## src/rtl/nor_seq_pkg.sv

```systemverilog
package nor_seq_pkg;

  typedef enum logic [1:0] {
    OP_READ  = 2'd0,
    OP_PROG  = 2'd1,
    OP_ERASE = 2'd2,
    OP_RSVD  = 2'd3
  } nor_op_e;

  typedef enum logic [3:0] {
    S_IDLE, S_POLL_OP, S_POLL_RD, S_GAP, S_WREN, S_WGAP,
    S_CMD, S_WDATA, S_RDATA, S_DRAIN, S_DONE
  } seq_state_e;

  localparam logic [7:0] CMD_READ  = 8'h03;
  localparam logic [7:0] CMD_PROG  = 8'h02;
  localparam logic [7:0] CMD_ERASE = 8'hD8;
  localparam logic [7:0] CMD_WREN  = 8'h06;
  localparam logic [7:0] CMD_RDSR  = 8'h05;
  localparam logic [7:0] FILL_BYTE = 8'hFF;
  localparam int         WIP_BIT   = 0;
  localparam int         PAGE_BYTES = 256;

endpackage

```

## src/rtl/nor_bit_shifter.sv

```systemverilog
module nor_bit_shifter #(
  parameter int CLK_DIV = 2
) (
  input  logic       clk,
  input  logic       rst_n,
  input  logic       start,
  input  logic [7:0] tx_byte,
  input  logic       miso,
  output logic       sclk,
  output logic       mosi,
  output logic       busy,
  output logic       done,
  output logic [7:0] rx_byte
);
  localparam int CW = (CLK_DIV > 1) ? $clog2(CLK_DIV) : 1;
  localparam logic [CW-1:0] HC_LAST = CW'(CLK_DIV - 1);

  logic          active_q, active_d;
  logic          sclk_q, sclk_d;
  logic [CW-1:0] hcnt_q, hcnt_d;
  logic [2:0]    bitn_q, bitn_d;
  logic [7:0]    tx_q, tx_d;
  logic [7:0]    rx_q, rx_d;
  logic          done_q, done_d;

  always_comb begin
    active_d = active_q;
    sclk_d   = sclk_q;
    hcnt_d   = hcnt_q;
    bitn_d   = bitn_q;
    tx_d     = tx_q;
    rx_d     = rx_q;
    done_d   = 1'b0;
    if (!active_q) begin
      if (start) begin
        active_d = 1'b1;
        tx_d     = tx_byte;
        hcnt_d   = '0;
        bitn_d   = '0;
        sclk_d   = 1'b0;
      end
    end else if (hcnt_q == HC_LAST) begin
      hcnt_d = '0;
      if (!sclk_q) begin
        sclk_d = 1'b1;
        rx_d   = {rx_q[6:0], miso};
      end else begin
        sclk_d = 1'b0;
        if (bitn_q == 3'd7) begin
          active_d = 1'b0;
          done_d   = 1'b1;
        end else begin
          bitn_d = bitn_q + 3'd1;
          tx_d   = {tx_q[6:0], 1'b1};
        end
      end
    end else begin
      hcnt_d = hcnt_q + CW'(1);
    end
  end

  always_ff @(posedge clk or negedge rst_n) begin
    if (!rst_n) begin
      active_q <= 1'b0;
      sclk_q   <= 1'b0;
      hcnt_q   <= '0;
      bitn_q   <= '0;
      tx_q     <= 8'hFF;
      rx_q     <= '0;
      done_q   <= 1'b0;
    end else begin
      active_q <= active_d;
      sclk_q   <= sclk_d;
      hcnt_q   <= hcnt_d;
      bitn_q   <= bitn_d;
      tx_q     <= tx_d;
      rx_q     <= rx_d;
      done_q   <= done_d;
    end
  end

  assign sclk    = sclk_q;
  assign mosi    = tx_q[7];
  assign busy    = active_q;
  assign done    = done_q;
  assign rx_byte = rx_q;
endmodule

```

## src/rtl/nor_busy_track.sv

```systemverilog
module nor_busy_track #(
  parameter int NUM_CHIPS = 2,
  localparam int IW = (NUM_CHIPS > 1) ? $clog2(NUM_CHIPS) : 1
) (
  input  logic                 clk,
  input  logic                 rst_n,
  input  logic                 set_en,
  input  logic [IW-1:0]        set_idx,
  input  logic                 clr_en,
  input  logic [IW-1:0]        clr_idx,
  output logic [NUM_CHIPS-1:0] pend
);
  for (genvar gi = 0; gi < NUM_CHIPS; gi++) begin : g_chip
    logic pend_d;
    always_comb begin
      pend_d = pend[gi];
      if (set_en && (set_idx == IW'(gi)))      pend_d = 1'b1;
      else if (clr_en && (clr_idx == IW'(gi))) pend_d = 1'b0;
    end
    always_ff @(posedge clk or negedge rst_n) begin
      if (!rst_n) pend[gi] <= 1'b0;
      else        pend[gi] <= pend_d;
    end
  end
endmodule

```

## src/rtl/nor_cmd_seq.sv

```systemverilog
module nor_cmd_seq
  import nor_seq_pkg::*;
#(
  parameter int NUM_CHIPS = 2,
  parameter int CHIP_AW   = 18,
  parameter int LEN_W     = 12,
  parameter int CLK_DIV   = 2
) (
  input  logic                 clk,
  input  logic                 rst_n,
  input  logic                 req_valid,
  output logic                 req_ready,
  input  logic [1:0]           req_op,
  input  logic [23:0]          req_addr,
  input  logic [LEN_W-1:0]     req_len,
  input  logic                 wr_valid,
  output logic                 wr_ready,
  input  logic [7:0]           wr_data,
  output logic                 rd_valid,
  input  logic                 rd_ready,
  output logic [7:0]           rd_data,
  output logic                 rsp_valid,
  output logic                 rsp_err,
  output logic                 sclk,
  output logic                 mosi,
  output logic [NUM_CHIPS-1:0] cs_n,
  input  logic                 miso
);
  localparam int CS_W = (NUM_CHIPS > 1) ? $clog2(NUM_CHIPS) : 1;
  localparam logic [24:0] TOTAL_B = 25'(NUM_CHIPS) << CHIP_AW;

  // reset: asynchronous assertion, synchronous release
  logic [1:0] rst_sync_q;
  logic       rst_int_n;
  always_ff @(posedge clk or negedge rst_n) begin
    if (!rst_n) rst_sync_q <= 2'b00;
    else        rst_sync_q <= {rst_sync_q[0], 1'b1};
  end
  assign rst_int_n = rst_sync_q[1];

  seq_state_e          st_q, st_d;
  nor_op_e             op_q, op_d;
  logic [CS_W-1:0]     chip_q, chip_d;
  logic [23:0]         laddr_q, laddr_d;
  logic [LEN_W-1:0]    cnt_q, cnt_d;
  logic [1:0]          bidx_q, bidx_d;
  logic                issued_q, issued_d;
  logic                rdv_q, rdv_d;
  logic [7:0]          rdd_q, rdd_d;
  logic                rspv_q, rspv_d;
  logic                rspe_q, rspe_d;
  logic [NUM_CHIPS-1:0] cs_n_q, cs_n_d;

  logic       sh_start, sh_busy, sh_done;
  logic [7:0] sh_tx, sh_rx;
  logic [NUM_CHIPS-1:0] pend;
  logic       set_en, clr_en;

  nor_bit_shifter #(.CLK_DIV(CLK_DIV)) u_shifter (
    .clk(clk), .rst_n(rst_int_n), .start(sh_start), .tx_byte(sh_tx),
    .miso(miso), .sclk(sclk), .mosi(mosi), .busy(sh_busy),
    .done(sh_done), .rx_byte(sh_rx)
  );

  nor_busy_track #(.NUM_CHIPS(NUM_CHIPS)) u_busy (
    .clk(clk), .rst_n(rst_int_n), .set_en(set_en), .set_idx(chip_q),
    .clr_en(clr_en), .clr_idx(chip_q), .pend(pend)
  );

  // request screening
  logic [CS_W-1:0] req_chip;
  logic [24:0]     req_end;
  logic [12:0]     page_end;
  logic            req_bad;
  assign req_chip = req_addr[CHIP_AW +: CS_W];
  assign req_end  = {1'b0, req_addr} + 25'(req_len);
  assign page_end = 13'(req_addr[7:0]) + 13'(req_len);

  always_comb begin
    case (nor_op_e'(req_op))
      OP_READ:  req_bad = (req_len == '0) || (req_end > TOTAL_B);
      OP_PROG:  req_bad = (req_len == '0) || (req_end > TOTAL_B) ||
                          (page_end > 13'(PAGE_BYTES));
      OP_ERASE: req_bad = ({1'b0, req_addr} >= TOTAL_B);
      default:  req_bad = 1'b1;
    endcase
  end

  // byte launch and transmit byte selection
  logic byte_state;
  assign byte_state = (st_q == S_POLL_OP) || (st_q == S_POLL_RD) ||
                      (st_q == S_WREN)    || (st_q == S_CMD)     ||
                      (st_q == S_WDATA)   || (st_q == S_RDATA);
  assign sh_start = byte_state && !issued_q && !sh_busy &&
                    ((st_q != S_WDATA) || wr_valid) &&
                    ((st_q != S_RDATA) || !rdv_q);
  assign wr_ready = (st_q == S_WDATA) && !issued_q && !sh_busy;

  always_comb begin
    case (st_q)
      S_POLL_OP: sh_tx = CMD_RDSR;
      S_WREN:    sh_tx = CMD_WREN;
      S_WDATA:   sh_tx = wr_data;
      S_CMD: begin
        case (bidx_q)
          2'd0: begin
            case (op_q)
              OP_PROG:  sh_tx = CMD_PROG;
              OP_ERASE: sh_tx = CMD_ERASE;
              default:  sh_tx = CMD_READ;
            endcase
          end
          2'd1:    sh_tx = laddr_q[23:16];
          2'd2:    sh_tx = laddr_q[15:8];
          default: sh_tx = laddr_q[7:0];
        endcase
      end
      default:   sh_tx = FILL_BYTE;
    endcase
  end

  // sequencing
  always_comb begin
    st_d     = st_q;
    op_d     = op_q;
    chip_d   = chip_q;
    laddr_d  = laddr_q;
    cnt_d    = cnt_q;
    bidx_d   = bidx_q;
    issued_d = issued_q;
    rdv_d    = rdv_q;
    rdd_d    = rdd_q;
    rspv_d   = 1'b0;
    rspe_d   = rspe_q;
    set_en   = 1'b0;
    clr_en   = 1'b0;
    if (rdv_q && rd_ready) rdv_d = 1'b0;
    if (sh_start) issued_d = 1'b1;
    if (byte_state && sh_done) issued_d = 1'b0;
    case (st_q)
      S_IDLE: begin
        if (req_valid) begin
          if (req_bad) begin
            rspv_d = 1'b1;
            rspe_d = 1'b1;
          end else begin
            op_d    = nor_op_e'(req_op);
            chip_d  = req_chip;
            laddr_d = 24'(req_addr[CHIP_AW-1:0]);
            cnt_d   = req_len;
            bidx_d  = 2'd0;
            if (pend[req_chip])                   st_d = S_POLL_OP;
            else if (nor_op_e'(req_op) == OP_READ) st_d = S_CMD;
            else                                  st_d = S_WREN;
          end
        end
      end
      S_POLL_OP: if (sh_done) st_d = S_POLL_RD;
      S_POLL_RD: begin
        if (sh_done && !sh_rx[WIP_BIT]) begin
          clr_en = 1'b1;
          st_d   = S_GAP;
        end
      end
      S_GAP:  st_d = (op_q == OP_READ) ? S_CMD : S_WREN;
      S_WREN: begin
        if (sh_done) begin
          set_en = 1'b1;
          st_d   = S_WGAP;
        end
      end
      S_WGAP: st_d = S_CMD;
      S_CMD: begin
        if (sh_done) begin
          if (bidx_q == 2'd3) begin
            case (op_q)
              OP_READ: st_d = S_RDATA;
              OP_PROG: st_d = S_WDATA;
              default: st_d = S_DONE;
            endcase
          end else begin
            bidx_d = bidx_q + 2'd1;
          end
        end
      end
      S_WDATA: begin
        if (sh_done) begin
          cnt_d = cnt_q - LEN_W'(1);
          if (cnt_q == LEN_W'(1)) st_d = S_DONE;
        end
      end
      S_RDATA: begin
        if (sh_done) begin
          rdv_d = 1'b1;
          rdd_d = sh_rx;
          cnt_d = cnt_q - LEN_W'(1);
          if (cnt_q == LEN_W'(1)) st_d = S_DRAIN;
        end
      end
      S_DRAIN: if (!rdv_q) st_d = S_DONE;
      S_DONE: begin
        rspv_d = 1'b1;
        rspe_d = 1'b0;
        st_d   = S_IDLE;
      end
      default: st_d = S_IDLE;
    endcase
  end

  // chip select follows the next state so it is a clean register output
  logic sel_low;
  assign sel_low = (st_d == S_POLL_OP) || (st_d == S_POLL_RD) ||
                   (st_d == S_WREN)    || (st_d == S_CMD)     ||
                   (st_d == S_WDATA)   || (st_d == S_RDATA);
  always_comb begin
    for (int i = 0; i < NUM_CHIPS; i++) begin
      cs_n_d[i] = !(sel_low && (chip_d == CS_W'(i)));
    end
  end

  always_ff @(posedge clk or negedge rst_int_n) begin
    if (!rst_int_n) begin
      st_q     <= S_IDLE;
      op_q     <= OP_READ;
      chip_q   <= '0;
      laddr_q  <= '0;
      cnt_q    <= '0;
      bidx_q   <= '0;
      issued_q <= 1'b0;
      rdv_q    <= 1'b0;
      rdd_q    <= '0;
      rspv_q   <= 1'b0;
      rspe_q   <= 1'b0;
      cs_n_q   <= '1;
    end else begin
      st_q     <= st_d;
      op_q     <= op_d;
      chip_q   <= chip_d;
      laddr_q  <= laddr_d;
      cnt_q    <= cnt_d;
      bidx_q   <= bidx_d;
      issued_q <= issued_d;
      rdv_q    <= rdv_d;
      rdd_q    <= rdd_d;
      rspv_q   <= rspv_d;
      rspe_q   <= rspe_d;
      cs_n_q   <= cs_n_d;
    end
  end

  assign req_ready = (st_q == S_IDLE);
  assign rd_valid  = rdv_q;
  assign rd_data   = rdd_q;
  assign rsp_valid = rspv_q;
  assign rsp_err   = rspe_q;
  assign cs_n      = cs_n_q;
endmodule

```

## config.mk

```make
export PLATFORM = sky130hd
export DESIGN_NAME = nor_cmd_seq
export DESIGN_NICKNAME = d
export VERILOG_FILES = /design/src/rtl/nor_seq_pkg.sv /design/src/rtl/nor_bit_shifter.sv /design/src/rtl/nor_busy_track.sv /design/src/rtl/nor_cmd_seq.sv
export SDC_FILE = /design/constraint.sdc
export NUM_CORES = 1
export LEC_CHECK = 0
export ABC_AREA = 0
export ABC_CLOCK_PERIOD_IN_PS = 3750
export CORE_MARGIN = 2
export CORE_UTILIZATION = 55
export DETAILED_ROUTE_END_ITERATION = 10
export PLACE_DENSITY = 0.79
export SLEW_MARGIN = 20
export SYNTH_ARGS = -nofsm -noshare
export SYNTH_HDL_FRONTEND = slang
export SYNTH_HIERARCHICAL = 1
export SYNTH_SLANG_ARGS = --single-unit
```

## constraint.sdc

```tcl
create_clock -name clk -period 3.75 [get_ports clk]
set_input_delay 0.75 -clock clk [delete_from_list [all_inputs] [get_ports clk]]
set_output_delay 0.75 -clock clk [all_outputs]
set_load 0.01 [all_outputs]
```

==> results.yml <==
synthesis:
  synthAdderAreaFrac: 0.0658
  synth_compound_area_frac: 0.190
  seq_area_frac_synth: 0.370
  synth.distinct_cells: 73
  synthXorXnorAreaFrac: 0.0354
  ys_top_cells_by_count: "dfrtp_1 (70), nand2_1 (57), mux2_2 (39)"
  synth-simple-area-share: 0.172
  avgSynthCellArea_um2: 9.49
  async_flop_share: 1.00
  syn-num-nets: 653
  synth_cells: 573
  syn_area_um2: 5440
  synth_area_leaders: "dfrtp_1 (32%), mux2_2 (8.1%), ha_1 (6.2%)"
  post-synth-top-area-cell: "dfrtp_1"
  yosysMostFrequentCell: "dfrtp_1"
  synth_top_cell_area_share: 0.322
  synth_top_family_by_area: "compound AO/OA/AOI/OAI gates"
  yosys_warnings: 6
  synth_edf_count: 0
  ys.flop_type: "dfrtp_1"
  synthMuxAreaShare: 0.118
  ys_ff_latch: 80
routing:
  drt-initial-drc-count: 372
  vias: 5081
  first_pass_iters: 6
  avgViaCountPerCell: 6.05
  routedWlPerCell_um: 19.0
  routed_wl_mm: 16.0
  ant_nets: 0
  drc: 0
global_route:
  overflow: 0
  grt_max_degree: 79
  antenna_found_initial: 0
  grt.total_usage: 0.296
  grt_pass1_vias: 4949
  grt_pass1_wl_mm: 24.3
die:
  ios: 69
  fp.coreArea_um2: 9680
  rows: 36
  die_area_um2: 10700
  die_w_um: 103
  dieHeight_um: 103
  initial_core_util: 0.561
worst_setup_path:
  r2r_slack_ps: 410
  cp_num_buf_inv: 4
  cp_data_arrival_time_ps: 3940
  rr_startpoint: "cnt_q[6]"
  path_cells: "dlygate4sd2_1 > ha_4 > buf_4 > xor2_2 > nor3_2 > o211ai_1 > nor4_2 > o211ai_1 > a211oi_2 > a21oi_2 > nor4_4 > buf_6 > clkbuf_16 > mux2_2"
  worstSetupEndpointType: "register"
  critPathLaunch: "req_addr[2]"
  path_class: "primary input to register"
  reg2reg_depth: 10
  start_kind: "primary input"
  critPathTopFamily: "simple AND/OR/NAND/NOR gates"
  cp_max_fo: 8
  rr_endpoint: "cs_n[0]"
  max_stage_delay_ps: 340
  slowest_stage: "mux2_2"
  crit_top_cell: "o211ai_1"
  worstPathRequired_ps: 3990
min_path:
  worstHoldEndpoint: "rst_sync_q[1]"
  min_from: "rst_sync_q[0]"
  hold_class: "register to register"
  holdPathStages: 0
placement:
  portBuffers: 68
  dp.final_hpwl_mm: 11.1
  dpl_worst_slack_ps: -819
  gp_congestion: 0.950
  dp_cells: 817
power:
  vdd_drop_max_uv: 313
  power.density_nw_per_um2: 377
  leakage_nw: 3.23
cells_and_area:
  drive_above_1_share: 0.307
  instances_no_fill: 840
  nets: 782
  antenna_cells: 0
  area_delta_synth_final_pct: 35.4
  fill_cells: 666
  ff_latch_area_um2: 2020
  multiInputGateArea_um2: 3530
sta:
  hold_viol_final: 0
  fin_tns_setup_ps: 0
  tightestPinTransition_ps: 989
  finalSetupViolations: 0
  fin_ws_ps: 51.2
  finClkSkew_ps: 16.1
  post-route-period-util: 0.986
  max_freq_mhz: 270
  slew_violations: 0
  period_needed_ps: 3700
  relSlewSlack: 0.341
clocking:
  clk_pin_slew_worst_paths_ps: 90
  htreeDepth: 3
  worstSkewPairLatency_ps: 360
  cts_tree: "yes"
  cts_buffers: 9
  clockBufferDepth: 2
  cts.sinks: 80
  cts_hold_repair.buffers: 0
  cts_root_buf: "clkbuf_8"
outcome:
  status: "completed"
run:
  drv_cap: 0
[metal layers]
layer | track usage | share of wire | up-vias
li1 | - | - | 2362
met2 | 0.516 | 0.50 | 198
met1 | 0.373 | 0.40 | 2468
met4 | 0.0891 | 0.032 | 0
met3 | 0.0585 | 0.065 | 53
met5 | 0 | 0 | -
[sequential cells by signal, summed over array words and instances (netlist names), 2 cells and up]
signal and count:
laddr_q 18, cnt_q 12, rd_data 8, u_shifter/rx_byte 8
u_shifter/tx_q 8, st_q 4, u_shifter/bitn_q 3, bidx_q 2
cs_n 2, op_q 2, rst_sync_q 2, u_busy/pend 2
[power breakdown]
part / leakage, nW / total, mW / switching (mW) / internal (mW)
registers: 0.942 / 1.17 / 0.147 / 1.03
clock network: 0.104 / 0.695 / 0.318 / 0.377
logic: 2.18 / 0.903 / 0.388 / 0.515
total: 3.23 / 2.77 / 0.853 / 1.92
[layout by cell type, fill, tap and decap left out, types with 5 or more instances in the layout]
master / n
a21oi_2: 6
dlymetal6s2s_1: 9
buf_4: 74
nand2_1: 57
o22ai_1: 9
xor2_1: 9
nor3_1: 12
dfstp_2: 10
mux2_2: 38
inv_1: 27
clkbuf_8: 9
a21oi_1: 28
mux2i_1: 10
ha_4: 10
nor4_1: 6
ha_1: 16
nor3_2: 5
xnor2_1: 12
nor2b_1: 5
mux2_4: 8
nor3b_1: 7
dfrtp_1: 69
nand3_1: 13
nand2b_1: 10
nor2_1: 34
o221ai_1: 6
a21o_1: 7
dlygate4sd2_1: 7
o211ai_1: 5
clkdlybuf4s50_1: 49
nand4_1: 6
o221a_2: 5
o21ai_0: 22
[logic make-up after synthesis]
kind of cell / after synthesis
muxes: 56
xor gates and xnor gates: 22
other: 1
adders and majority gates: 28
DFF: 80
AOI/OAI and AO/OA: 147
and+or+nand+nor: 182
buffers and inverters: 57
[area by class of cell]
| cell class | instances | area share |
|---|---|---|
| inverter | 28 | 0.0143 |
| sequential | 80 | 0.274 |
| multi-input combinational | 436 | 0.479 |
| timing repair buffer | 147 | 0.181 |
| clock buffer | 11 | 0.0178 |
| clock inverter | 5 | 0.0110 |
| tap | 133 | 0.0226 |
[how the worst max path moves through the flow]
stage | end | slack, ps | cells after the start
after floorplan | laddr_q[10] | 20 | 12
after global placement | cnt_q[9] | -670 | 16
after detailed placement | cnt_q[1] | -820 | 15
after CTS | cs_n[0] | 3 | 15
after global routing | cnt_q[1] | -20 | 15
final | laddr_q[10] | 50 | 14
[per-stage QoR]
| stage | utilization | instance area, um2 | hold slack, ps | total power [mW] |
|---|---|---|---|---|
| 6_report | 0.760 | 7360 | 366 | 2.77 |
| 5_1_grt | 0.760 | 7360 | 374 | 2.92 |
| 4_1_cts | 0.738 | 7150 | 367 | 2.75 |
| 3_5_place_dp | 0.691 | 6690 | 346 | 2.02 |
| 3_3_place_gp | 0.691 | 6690 | 340 | 1.98 |
| 2_1_floorplan | - | 5440 | 331 | 1.73 |
[timing repair]
action | CTS | global route
setup endpoints to repair | 40 | 39
gates cloned | 1 | 1
resized for setup | 49 | 41
setup buffers | 4 | 1
pin swaps | 20 | 15
Power figures use the tool's default switching activity.
